## config.mk

```make
export PLATFORM = sky130hd
export DESIGN_NAME = clk_ratio_monitor
export DESIGN_NICKNAME = d
export VERILOG_FILES = /design/src/rtl/clk_ratio_pkg.sv /design/src/rtl/ratio_edge_sync.sv /design/src/rtl/ratio_gap_counter.sv /design/src/rtl/ratio_sticky_flag.sv /design/src/rtl/clk_ratio_monitor.sv
export SDC_FILE = /design/constraint.sdc
export NUM_CORES = 1
export LEC_CHECK = 0
export CAP_MARGIN = 20
export CELL_PAD_IN_SITES_DETAIL_PLACEMENT = 1
export CELL_PAD_IN_SITES_GLOBAL_PLACEMENT = 1
export CORE_MARGIN = 2
export CORE_UTILIZATION = 25
export CTS_CLUSTER_DIAMETER = 200
export CTS_CLUSTER_SIZE = 25
export DETAILED_ROUTE_END_ITERATION = 16
export GPL_TIMING_DRIVEN = 0
export PLACE_DENSITY_LB_ADDON = 0.1
export RECOVER_POWER = 100
export SLEW_MARGIN = 20
export SYNTH_ARGS = -nofsm -noshare
export SYNTH_HDL_FRONTEND = slang
export SYNTH_SLANG_ARGS = --single-unit
```

## constraint.sdc

```tcl
create_clock -name clk -period 1.07 [get_ports clk]
set_input_delay 0.214 -clock clk [delete_from_list [all_inputs] [get_ports clk]]
set_output_delay 0.214 -clock clk [all_outputs]
set_load 0.05 [all_outputs]
```

## src/rtl/clk_ratio_pkg.sv

```systemverilog
// Package: shared sizing helpers for the sampling clock ratio monitor.
// Assumes ratios are small positive integers.
package clk_ratio_pkg;

    // Width needed for a counter that saturates at the given ratio.
    function automatic int gap_cnt_width(input int ratio);
        return $clog2(ratio + 1);
    endfunction

endpackage

```

## src/rtl/ratio_edge_sync.sv

```systemverilog
// Module: synchronises an asynchronous clock into the local domain and emits
// a one-cycle pulse for each rising edge seen after the synchroniser.
// Assumes the input is at most half the local clock rate, so no edge is lost.
module ratio_edge_sync #(
    parameter int SYNC_STAGES = 2
) (
    input  logic clk,
    input  logic rst_n,
    input  logic async_in,
    output logic rise_pulse
);
    // Synchroniser stages plus one history flop for edge detection.
    logic [SYNC_STAGES:0] stg;

    generate
        for (genvar i = 0; i <= SYNC_STAGES; i++) begin : g_stage
            if (i == 0) begin : g_first
                // First stage captures the asynchronous input.
                always_ff @(posedge clk) begin
                    if (!rst_n) stg[0] <= 1'b0;
                    else        stg[0] <= async_in;
                end
            end else begin : g_next
                // Later stages shift the sample down the chain.
                always_ff @(posedge clk) begin
                    if (!rst_n) stg[i] <= 1'b0;
                    else        stg[i] <= stg[i-1];
                end
            end
        end
    endgenerate

    // A rising edge is present when the newest settled sample is 1 and the one before it was 0.
    assign rise_pulse = stg[SYNC_STAGES-1] & ~stg[SYNC_STAGES];

endmodule

```

## src/rtl/ratio_gap_counter.sv

```systemverilog
// Module: counts local cycles between detected edges and keeps the live
// too-slow status plus its rising-edge pulse.
// Assumes edge_seen is a single-cycle pulse per sampling edge.
module ratio_gap_counter #(
    parameter int RATIO = 16,
    parameter int CNT_W = 5
) (
    input  logic clk,
    input  logic rst_n,
    input  logic enable,
    input  logic edge_seen,
    output logic live,
    output logic rise
);
    localparam logic [CNT_W-1:0] LIMIT = CNT_W'(RATIO);

    logic [CNT_W-1:0] gap_cnt;
    logic             at_limit;

    assign at_limit = (gap_cnt == LIMIT);

    // Gap counter: restarts at 1 on each edge, saturates at the limit, held at 0 while off.
    always_ff @(posedge clk) begin
        if (!rst_n || !enable) gap_cnt <= '0;
        else if (edge_seen)    gap_cnt <= CNT_W'(1);
        else if (!at_limit)    gap_cnt <= gap_cnt + CNT_W'(1);
    end

    // Live status: set when the gap reaches the limit, cleared by an edge ending a short gap.
    always_ff @(posedge clk) begin
        if (!rst_n || !enable) live <= 1'b0;
        else if (at_limit)     live <= 1'b1;
        else if (edge_seen)    live <= 1'b0;
    end

    // Rise pulse: high in the first cycle the live status reads 1.
    always_ff @(posedge clk) begin
        if (!rst_n) rise <= 1'b0;
        else        rise <= enable && at_limit && !live;
    end

endmodule

```

## src/rtl/ratio_sticky_flag.sv

```systemverilog
// Module: sticky flag set by a pulse and cleared by request; set has priority.
// Assumes the clear request is level or pulse in the local domain.
module ratio_sticky_flag (
    input  logic clk,
    input  logic rst_n,
    input  logic set_pulse,
    input  logic clear_req,
    output logic flag
);
    // Flag register: setting wins over a simultaneous clear.
    always_ff @(posedge clk) begin
        if (!rst_n)         flag <= 1'b0;
        else if (set_pulse) flag <= 1'b1;
        else if (clear_req) flag <= 1'b0;
    end

endmodule

```

## src/rtl/clk_ratio_monitor.sv

```systemverilog
// Module: top of the sampling clock ratio monitor. It flags when the sampling
// clock period reaches RATIO bus cycles or more.
// Assumes samp_clk is asynchronous to clk, SYNC_STAGES >= 2 and RATIO >= 2.
module clk_ratio_monitor #(
    parameter int RATIO       = 16,
    parameter int SYNC_STAGES = 2
) (
    input  logic clk,
    input  logic rst_n,
    input  logic samp_clk,
    input  logic det_disable,
    input  logic flag_clear,
    output logic err_live,
    output logic err_flag,
    output logic err_rise
);
    import clk_ratio_pkg::*;

    localparam int CNT_W = gap_cnt_width(RATIO);

    logic samp_edge;
    logic mon_enable;

    assign mon_enable = ~det_disable;

    ratio_edge_sync #(
        .SYNC_STAGES(SYNC_STAGES)
    ) u_sync (
        .clk        (clk),
        .rst_n      (rst_n),
        .async_in   (samp_clk),
        .rise_pulse (samp_edge)
    );

    ratio_gap_counter #(
        .RATIO (RATIO),
        .CNT_W (CNT_W)
    ) u_gap (
        .clk       (clk),
        .rst_n     (rst_n),
        .enable    (mon_enable),
        .edge_seen (samp_edge),
        .live      (err_live),
        .rise      (err_rise)
    );

    ratio_sticky_flag u_flag (
        .clk       (clk),
        .rst_n     (rst_n),
        .set_pulse (err_rise),
        .clear_req (flag_clear),
        .flag      (err_flag)
    );

endmodule

```

Word-level counts from Yosys, hierarchy flattened
Cells that the tools add are included.

Output and inout bits: 3. Register bits: 11. Memory bits (writable): 0. Memories: 0. Word-level logic and storage cells: 28. Latch bits: 0. Bits of input ports: 5. ROM bits: 0.

Divide/modulo/power cells: 0. Shifts and indexed selects: 0. Bitwise gates (word level): 3. Reductions and logical operators: 8. Add/sub/neg operators: 1. $lt $le $gt $ge: 0. Multipliers: 0. Mux-type cells: 6. Equal/unequal tests: 2.

Operators with widths (number): $mux W1 (6); $add A5 B1 Y5 const B (1); $eq A5 B5 Y1 const B (1); $reduce_bool A2 Y1 (2); $logic_and A1 B1 Y1 (2); $logic_not A1 Y1 (2); $ne A2 B2 Y1 const B (1); $not A1 Y1 (2); $reduce_or A2 Y1 (1); $and A1 B1 Y1 (1); $logic_or A1 B1 Y1 (1).

Depth between registers and ports, before layout
Gate-level depths: netlist (run 1).

Depth in word-level cells: 4. Mapped depth: 5. Depth with buffers taken out: 5.

Hierarchy
A second synthesis (run 1) with hierarchy kept.

Cell total of the unflattened synthesis: 42. Area total of the unflattened synthesis: 434.2 sq um.

By module, submodules not included: ratio_gap_counter (cells an instance 31, area an instance 296.5 sq um, seq. area each 140.1 sq um, times used 1); ratio_edge_sync (cells an instance 7, area an instance 92.6 sq um, seq. area each 60.1 sq um, times used 1); ratio_sticky_flag (cells an instance 3, area an instance 41.3 sq um, seq. area each 20.0 sq um, times used 1); clk_ratio_monitor (cells an instance 1, area an instance 3.8 sq um, seq. area each 0.0 sq um, times used 1).

Least setup slack after synthesis (run 1)
OpenSTA, ideal clock, no wires.

Kind: flip-flop to flip-flop. From: reg u_gap.gap_cnt[0]. To: reg u_gap.gap_cnt[1]. Clock period less this slack: 1.108 ns. Library setup time: 0.115 ns. Arrival time: 0.993 ns. Cell stages (with the launch flop): 6. Path buffers: 0. Slack: -0.038 ns. Required time: 0.955 ns. Cell sequence: dfxtp_1 inv_1 ha_1 and4bb_4 mux2i_1 nor2_1.

Cells in the longest elaborated chain, start to end: 1. Elaborated cells on any way between the ends: 2. Classes of those cells: 1 x add/sub; 1 x eq/ne.

RTL lines: from (decl) (line ratio_gap_counter.sv:17) `logic [CNT_W-1:0] gap_cnt;`; from (signal assigned) (line ratio_gap_counter.sv:26) `else if (!at_limit) gap_cnt <= gap_cnt + CNT_W'(1);`; $add A5 B1 Y5 / $eq A5 B5 Y1 (equally long branches) (line ratio_gap_counter.sv:26, ratio_gap_counter.sv:20).

Parallel ways exist; a longest one is shown, timed or not. A chain may end at the register's enable or synchronous reset.

Final worst setup path (run 1)
Ends and elaborated chain as after synthesis.

==> impl_metrics.ini, run 1 <==
[synth]
netlist.area_leader.share_pct = 53.2
synth-edff-count = 0
ys_ff_latch = 11
synth_seq_area_share_pct = 53.2
synth_ff_type = dfxtp_1
synth_xor_area_share_pct = 8.46
syn_nets = 47
syn_area_um2 = 414
synthCells = 40
yosys-top-cells-area = dfxtp_1 (53%), ha_1 (6.0%), and2_1 (4.5%)
synthAdderAreaFrac_pct = 6.04
async_flop_share_pct = 0
synth_most_common_cell = dfxtp_1
avgSynthCellArea_um2 = 10.4
muxShareOfSynthArea_pct = 2.42
synth_compound_area_share_pct = 3.63
synth_top_family_by_area = simple AND/OR/NAND/NOR gates
synth_cell_type_count = 17
netlist_top_cells_count = dfxtp_1 (11), nor2_1 (4), and2_1 (3), nand2_1 (3), nand3_1 (3)
synth_top_area_cell = dfxtp_1
yosysWarnings = 0
synthSimpleGateAreaFrac_pct = 24.5

[status]
outcome = complete, but fails checks
violations = setup timing

[flow_run]
drv_cap = 0

[power]
powerDensity_nw_per_um2 = 1330
power.internal_uw = 595
p_sw_share_pct = 22.4
ir_drop_v = 0.000535
finalPower_uw = 766
leakage_uw = 0.000234
switchingPower_uw = 171
pwr-share-clk_pct = 38.0
seqPwrFrac_pct = 55.0
comb_power_share_pct = 7.0

[setup_path]
r2r_cells = 5
path_max_fanout = 4
r2r-start = u_gap.gap_cnt[0]
cp.required_ps = 1240
critPathBufInv = 1
cp_top_family = flip-flops
end_kind = flop
start_kind = flop
timing.rr.end = u_gap.gap_cnt[1]
slowest_delay_ps = 330
crit_arrival_ps = 1300
crit_chain = inv_2, ha_4, and4bb_4, mux2i_1, nor2_1
crit_type = reg -> reg
r2r_slack_ps = -50
worst_path_max_delay_cell = dfxtp_2

[timing]
min_period_ps = 1120
fin_tns_setup_ps = -75.6
fin_worst_skew_ps = 6.84
hold_viol_final = 0
fmax_mhz = 889
final_max_slew_viol_count = 0
slew_headroom_pct = 87.6
finalSetupViolCount = 2
rsz0062_at_grt = true
layout_worst_path_cycle_share_pct = 105
worst_pin_slew_ps = 186
setup_ws_ps = -54.4

[place]
dp_slack_ps = -354
gp_congestion = 0.688
portBuffers = 7

[route]
drtIter0Drc = 1
route.detailed.drc = 0
post_drt_wl_per_cell_um = 11.4
dr_total_vias = 318
wirelength_um = 795
drtPass1Iterations = 2
drt-vias-per-instance = 4.54
ant_nets = 0

[global_route]
grtUsageTotal_pct = 10.2
antenna_found_initial = 0
grt_pass1_vias = 321
grt_max_degree = 7
overflow = 0
grt_pass1_wl_mm = 1.35

[min_path]
min_from = rst_n
min_to = u_flag.flag
hold_class = in -> reg
whs_path_depth = 2

[floorplanning]
fp.dieH_um = 44.7
io_pins = 8
start_util_pct = 27.2
die_area_um2 = 2000
rows = 14
die_w_um = 44.7
core_um2 = 1520

[clocking]
cts-htree-levels = 1
cts.path.max_buffers = 2
clk_latency_ps = 280
holdBufCountCts = 0
clock-sinks = 11
cts_tree = done
clock-root-buffer = clkbuf_4
path_clk_slew_ps = 70
cts_inserted_buffers = 3

[layout]
fin_util_pct = 37.8
antenna_cells = 0
area_growth_pct = 39.0
finish.net_count = 62
drive_gt1_share_pct = 33.3
-- power by group through the flow --
| stage | sequential, uW | combinational (uW) | clock, uW |
|---|---|---|---|
| 2_1_floorplan | 431 | 20.1 | 0 |
| 3_3_place_gp | 432 | 39.0 | 0 |
| 3_5_place_dp | 432 | 41.8 | 0 |
| 4_1_cts | 421 | 55.5 | 300 |
| 5_1_grt | 422 | 60.7 | 326 |
| 6_report | 422 | 53.4 | 291 |
-- how the worst max path moves through the flow --
stage	start	endpoint	slack [ps]	cells after the start
after floorplan	u_gap.gap_cnt[0]	u_gap.gap_cnt[1]	-10	5
after global placement	u_gap.live	err_live	-290	1
after detailed placement	rst_n	u_gap.gap_cnt[2]	-350	4
after CTS	u_gap.gap_cnt[0]	u_gap.gap_cnt[1]	-60	5
after global routing	u_gap.gap_cnt[0]	u_gap.gap_cnt[1]	-100	5
final	u_gap.gap_cnt[0]	u_gap.gap_cnt[1]	-50	5
-- cell type report --
| class | instances | area [um^2] |
|---|---|---|
| Inverter | 2 | 7.51 |
| Sequential cell | 11 | 223 |
| Multi-Input combinational cell | 27 | 208 |
| Timing Repair Buffer | 10 | 91.3 |
| Fill cell | 178 | 948 |
| Tap cell | 16 | 20.0 |
| Clock buffer | 4 | 26.3 |
-- cells by family (layout without fill, tap and decap cells) --
logic type,count (synthesis),count (layout)
adder cells (fa/ha/maj),2,2
AO/OA/AOI/OAI,2,2
multiplexers,1,1
XOR/XNOR,4,4
buffers and inverters,2,16
flip-flops,11,11
AND/OR/NAND/NOR,18,18
-- flip-flops by register name (all words and copies together), names as in the netlist --
signal,flops
u_gap.rise,1
u_gap.live,1
u_sync.stg,3
u_gap.gap_cnt,5
u_flag.flag,1
-- per-layer routing --
metal  global-route usage (%)  routed length (um)  up-vias
met5                        0                   0        -
met4                     9.09                  35        0
met3                     3.60                  42        5
met2                     15.9                 375        9
met1                     10.7                 341      147
li1                         -                   -      157
-- per-stage QoR --
step	instance area, um^2	hold WS, ps	instances
final	576	281	70
after global routing	576	288	70
after CTS	559	448	70
after detailed placement	505	429	63
after global placement	505	419	63
after floorplan	415	332	40
-- layout by cell type, fill, tap and decap left out --
master / Yosys / final
dfxtp_1: 11 / 9
nor2_1: 4 / 4
clkbuf_4: 0 / 4
buf_4: 0 / 4
nand2_1: 3 / 3
inv_2: 0 / 2
xor2_1: 2 / 2
xnor2_1: 2 / 2
nand3_1: 3 / 2
and2_0: 0 / 2
clkdlybuf4s50_1: 0 / 2
dfxtp_2: 0 / 2
nor2b_1: 1 / 1
o21a_1: 1 / 1
nand2b_1: 1 / 1
and2b_2: 0 / 1
nand3_2: 0 / 1
and4bb_4: 1 / 1
a21boi_1: 1 / 1
mux2i_1: 1 / 1
nor3_1: 1 / 1
and2_1: 3 / 1
ha_4: 0 / 1
ha_2: 0 / 1
clkbuf_1: 0 / 1
dlygate4sd3_1: 0 / 1
dlymetal6s2s_1: 0 / 1
buf_6: 0 / 1
-- timing repair --
action,in CTS,in global routing
cloned,0,0
pin swaps,3,0
resized for setup,22,5
endpoints found under the setup margin,8,7
buffers inserted,3,0
Note: power is estimated with default switching activity, not from simulation.
==> inputs of run 2 (changes only) <==
--- a/config.mk
+++ b/config.mk
@@ -6,15 +6,12 @@
 export NUM_CORES = 1
 export LEC_CHECK = 0
 export CAP_MARGIN = 20
-export CELL_PAD_IN_SITES_DETAIL_PLACEMENT = 1
-export CELL_PAD_IN_SITES_GLOBAL_PLACEMENT = 1
 export CORE_MARGIN = 2
 export CORE_UTILIZATION = 25
 export CTS_CLUSTER_DIAMETER = 200
 export CTS_CLUSTER_SIZE = 25
 export DETAILED_ROUTE_END_ITERATION = 16
 export GPL_TIMING_DRIVEN = 0
-export PLACE_DENSITY_LB_ADDON = 0.1
 export RECOVER_POWER = 100
 export SLEW_MARGIN = 20
 export SYNTH_ARGS = -nofsm -noshare
==> impl_metrics.ini, run 2 (synthesis gave the netlist of run 1 again) <==
[global_route]
grt_pass1_wl_mm = 1.20
antenna_found_initial = 0
grt_max_degree = 7
grtUsageTotal_pct = 9.09
overflow = 0
grt_pass1_vias = 293

[layout]
largest_register = u_gap.gap_cnt
finish.net_count = 64
fill_cells = 152
fin_util_pct = 39.2
reg.largest.list = u_gap.gap_cnt (5), u_sync.stg (3)
final_common_cell = dfxtp_1
drive_gt1_share_pct = 37.5
antenna_cells = 0
area_growth_pct = 44.1
final_cells = 72
final_cell_mix = dfxtp_1 (9), buf_4 (6), nor2_1 (4), clkbuf_4 (4)
largest_reg_flops = 5

[timing]
fin_worst_skew_ps = 10.3
fin_tns_setup_ps = -71.4
slew_headroom_pct = 82.1
finalSetupViolCount = 3
final_max_slew_viol_count = 0
fmax_mhz = 886
worst_pin_slew_ps = 266
min_period_ps = 1130
hold_viol_final = 0
layout_worst_path_cycle_share_pct = 105
rsz0062_at_grt = true
setup_ws_ps = -58.7

[place]
placed_cells_incl_taps = 63
hpwlAfterDp_um = 446
gp_congestion = 0.651
portBuffers = 7
dp_slack_ps = -293

[clocking]
cts_inserted_buffers = 3
clock-sinks = 11
clock-root-buffer = clkbuf_4
cts.path.max_buffers = 2
cts-htree-levels = 1
cts_tree = done
path_clk_slew_ps = 70
clk_latency_ps = 270

[route]
drtPass1Iterations = 2
ant_nets = 0
post_drt_wl_per_cell_um = 10.0
drtIter0Drc = 4
drt-vias-per-instance = 4.42
dr_total_vias = 318
route.detailed.drc = 0
wirelength_um = 723

[floorplanning]
fp.dieH_um = 44.7
io_pins = 8
die_area_um2 = 2000
start_util_pct = 27.2
core_um2 = 1520
die_w_um = 44.7
rows = 14

[setup_path]
path_max_fanout = 4
crit_start = u_gap.gap_cnt[0]
crit_chain = inv_2, ha_4, and4bb_4, mux2i_1, nor2_1
crit_arrival_ps = 1280
slowest_delay_ps = 330
r2r_slack_ps = -60
crit_end = u_gap.gap_cnt[1]
end_kind = flop
cp.required_ps = 1220
worst_path_max_delay_cell = dfxtp_2
r2r-start = u_gap.gap_cnt[0]
start_kind = flop
timing.rr.end = u_gap.gap_cnt[1]
r2r_cells = 5
crit_type = reg -> reg

[power]
leakage_uw = 0.000237
powerDensity_nw_per_um2 = 1270
ir_drop_v = 0.000650

[min_path]
hold_class = reg -> reg

[status]
violations = setup timing
outcome = complete, but fails checks

[flow_run]
drv_cap = 0
## run 2: changes by cell type in the layout (fill, tap and decap cells not counted), sizes merged
cell           before  now
clkdlybuf4s50       2    3
buf                 5    7
dlymetal6s2s        1    0
## run 2: worst min-delay path by stage
stage	to	from	depth (start not counted)	slack (ps)
6_report	u_sync.stg[1]	u_sync.stg[0]	1	430
3_3_place_gp	u_sync.stg[1]	u_sync.stg[0]	1	440
3_5_place_dp	u_sync.stg[1]	u_sync.stg[0]	1	420
5_1_grt	u_sync.stg[1]	u_sync.stg[0]	1	450
2_1_floorplan	u_flag.flag	rst_n	1	330
4_1_cts	u_sync.stg[1]	u_sync.stg[0]	1	440
## run 2: timing repair
action | in CTS | in global routing
endpoints found under the setup margin | 5 | 7
hold buffers | 0 | 0
resized for setup | 21 | 7
pin swaps | 2 | 2
setup buffers | 4 | 1
hold endpoints to repair | 0 | 0
gates cloned | 0 | 0
## run 2: worst max-delay path: cells and delay by family, from the launching register on
kind	cells	cell delay [ps]
adders and majority gates	1	110
buffers and inverters	1	70
DFF	1	330
muxes	1	180
and+or+nand+nor	2	330
## run 2: through the flow
stage          hold WS, ps  power [uW]  area (um^2)
3_5_place_dp           419         471          505
2_1_floorplan          332         451          415
4_1_cts                436         763          566
3_3_place_gp           436         471          505
5_1_grt                447         796          597
6_report               433         757          597
## run 2: layout make-up
class,instances,area (um^2),share of cell area (%)
clock buffer,4,26.3,4.40
inverter,2,7.51,1.26
multi-input combinational,27,216,36.3
tap,16,20.0,3.35
sequential,11,223,37.3
timing repair buffer,12,104,17.4
## run 2: power breakdown
part | switching, uW | internal, uW | total (uW)
Combinational | 23.0 | 34.8 | 57.8
Sequential | 3.33 | 418 | 421
Clock | 133 | 144 | 278
## run 2: per-layer routing
metal | up-vias | wire length, um | global-route usage [%]
met4 | 0 | 19 | 5.45
li1 | 160 | - | -
met1 | 146 | 284 | 8.91
met3 | 5 | 49 | 6.00
met5 | - | 0 | 0
met2 | 7 | 370 | 14.2
==> inputs of run 3 (changes only) <==
--- a/config.mk
+++ b/config.mk
@@ -6,11 +6,11 @@
 export NUM_CORES = 1
 export LEC_CHECK = 0
 export CAP_MARGIN = 20
-export CORE_MARGIN = 2
-export CORE_UTILIZATION = 25
+export CORE_AREA = 2 2 39 41
 export CTS_CLUSTER_DIAMETER = 200
 export CTS_CLUSTER_SIZE = 25
 export DETAILED_ROUTE_END_ITERATION = 16
+export DIE_AREA = 0 0 41 43
 export GPL_TIMING_DRIVEN = 0
 export RECOVER_POWER = 100
 export SLEW_MARGIN = 20
==> impl_metrics.ini, run 3 (synthesis gave the netlist of run 1 again) <==
[setup_path]
crit_type = reg -> reg
path_max_fanout = 4
start_kind = flop
timing.rr.end = u_gap.gap_cnt[1]
r2r_cells = 5
r2r_slack_ps = -50
r2r-start = u_gap.gap_cnt[1]
end_kind = flop
cp.required_ps = 1240
crit_arrival_ps = 1290

[min_path]
whs_path_depth = 1
min_to = u_gap.rise
hold_class = reg -> reg
min_from = u_gap.live

[layout]
largest_reg_flops = 5
regArea_um2 = 224
finish.net_count = 62
fin_util_pct = 42.9
area_growth_pct = 43.2
final_cell_mix = dfxtp_1 (8), nor2_1 (4)
largest_register = u_gap.gap_cnt
final_common_cell = dfxtp_1
drive_gt1_share_pct = 37.0
multi_input_area_um2 = 218
reg.largest.list = u_gap.gap_cnt (5), u_sync.stg (3)
final_cells = 70
antenna_cells = 0
fill_cells = 140

[flow_run]
drv_cap = 0

[route]
dr_total_vias = 307
route.detailed.drc = 0
drtIter0Drc = 1
ant_nets = 0
wirelength_um = 774
drt-vias-per-instance = 4.39
drtPass1Iterations = 2
post_drt_wl_per_cell_um = 11.1

[global_route]
grt_pass1_wl_mm = 1.28
antenna_found_initial = 0
overflow = 0
grt_pass1_vias = 331
grtUsageTotal_pct = 12.0
grt_max_degree = 8

[floorplanning]
die_w_um = 41
fp.dieH_um = 43
die_area_um2 = 1760
start_util_pct = 29.9
rows = 14
io_pins = 8
core_um2 = 1380

[power]
powerDensity_nw_per_um2 = 1290
ir_drop_v = 0.000860
leakage_uw = 0.000230

[place]
gp_congestion = 0.631
hpwlAfterDp_um = 497
portBuffers = 7
placed_cells_incl_taps = 63

[status]
outcome = complete, but fails checks
violations = setup timing

[timing]
layout_worst_path_cycle_share_pct = 105
final_max_slew_viol_count = 0
setup_ws_ps = -53.0
timing.hold.ws_ps = 437
fmax_mhz = 890
slew_headroom_pct = 88.3
min_period_ps = 1120
fin_worst_skew_ps = 2.28
rsz0062_at_grt = true
worst_pin_slew_ps = 176
finalSetupViolCount = 5
hold_viol_final = 0

[clocking]
clock-root-buffer = clkbuf_4
clock-sinks = 11
cts_inserted_buffers = 3
cts_tree = done
cts-htree-levels = 1
path_clk_slew_ps = 70
clk_latency_ps = 280
holdBufCountCts = 0
cts.path.max_buffers = 2
run 3: critical path: stages, from the launching register on:
cell and delay (ps):
dfxtp_2 330, inv_2 70, ha_4 120, and4bb_4 270, mux2i_1 180, nor2_1 50
run 3: worst max-delay path by stage:
| stage | startpoint | to | slack (ps) | cells past startpoint |
|---|---|---|---|---|
| after global placement | u_gap.live | err_live | -270 | 1 |
| after global routing | u_gap.gap_cnt[0] | u_gap.gap_cnt[1] | -120 | 5 |
| after detailed placement | rst_n | u_gap.gap_cnt[2] | -280 | 4 |
| after floorplan | u_gap.gap_cnt[0] | u_gap.gap_cnt[1] | -10 | 5 |
| final | u_gap.gap_cnt[1] | u_gap.gap_cnt[1] | -50 | 5 |
| after CTS | u_gap.gap_cnt[0] | u_gap.gap_cnt[1] | -50 | 5 |
run 3: what timing repair did:
item | in CTS | in global routing
buffers inserted | 3 | 0
hold endpoints to repair | 0 | 0
setup endpoints to repair | 8 | 8
resized for setup | 23 | 7
pin swaps | 1 | 1
run 3: power by group:
group / total (uW) / leakage (uW) / switching [uW] / internal [uW]
clock: 289 / 0.0000177 / 150 / 139
combinational: 55.8 / 0.000122 / 22.6 / 33.2
sequential: 421 / 0.0000907 / 3.48 / 418
total: 766 / 0.000230 / 177 / 590
run 3: through the flow:
stage / TNS [ps] / setup slack (ps) / cell area (um^2) / power (uW)
6_report: -142 / -53.0 / 593 / 766
4_1_cts: -74.3 / -54.3 / 564 / 785
5_1_grt: -376 / -123 / 593 / 825
2_1_floorplan: -15.4 / -14.8 / 415 / 451
3_3_place_gp: -1870 / -270 / 505 / 471
3_5_place_dp: -1980 / -277 / 505 / 472
run 3: routing by layer:
layer	share of wire (%)	GRT usage (%)	up-vias
met4	2.5	8.00	0
met5	0	0	-
li1	-	-	156
met2	51	17.5	11
met1	39	10.2	136
met3	7.2	10.5	4
run 3: layout make-up:
cell class | instances | share of cell area, %
Multi-Input combinational cell | 27 | 36.7
Clock inverter | 1 | 0.844
Tap cell | 16 | 3.38
Clock buffer | 3 | 3.80
Sequential cell | 11 | 37.8
Inverter | 2 | 1.27
Timing Repair Buffer | 10 | 16.2
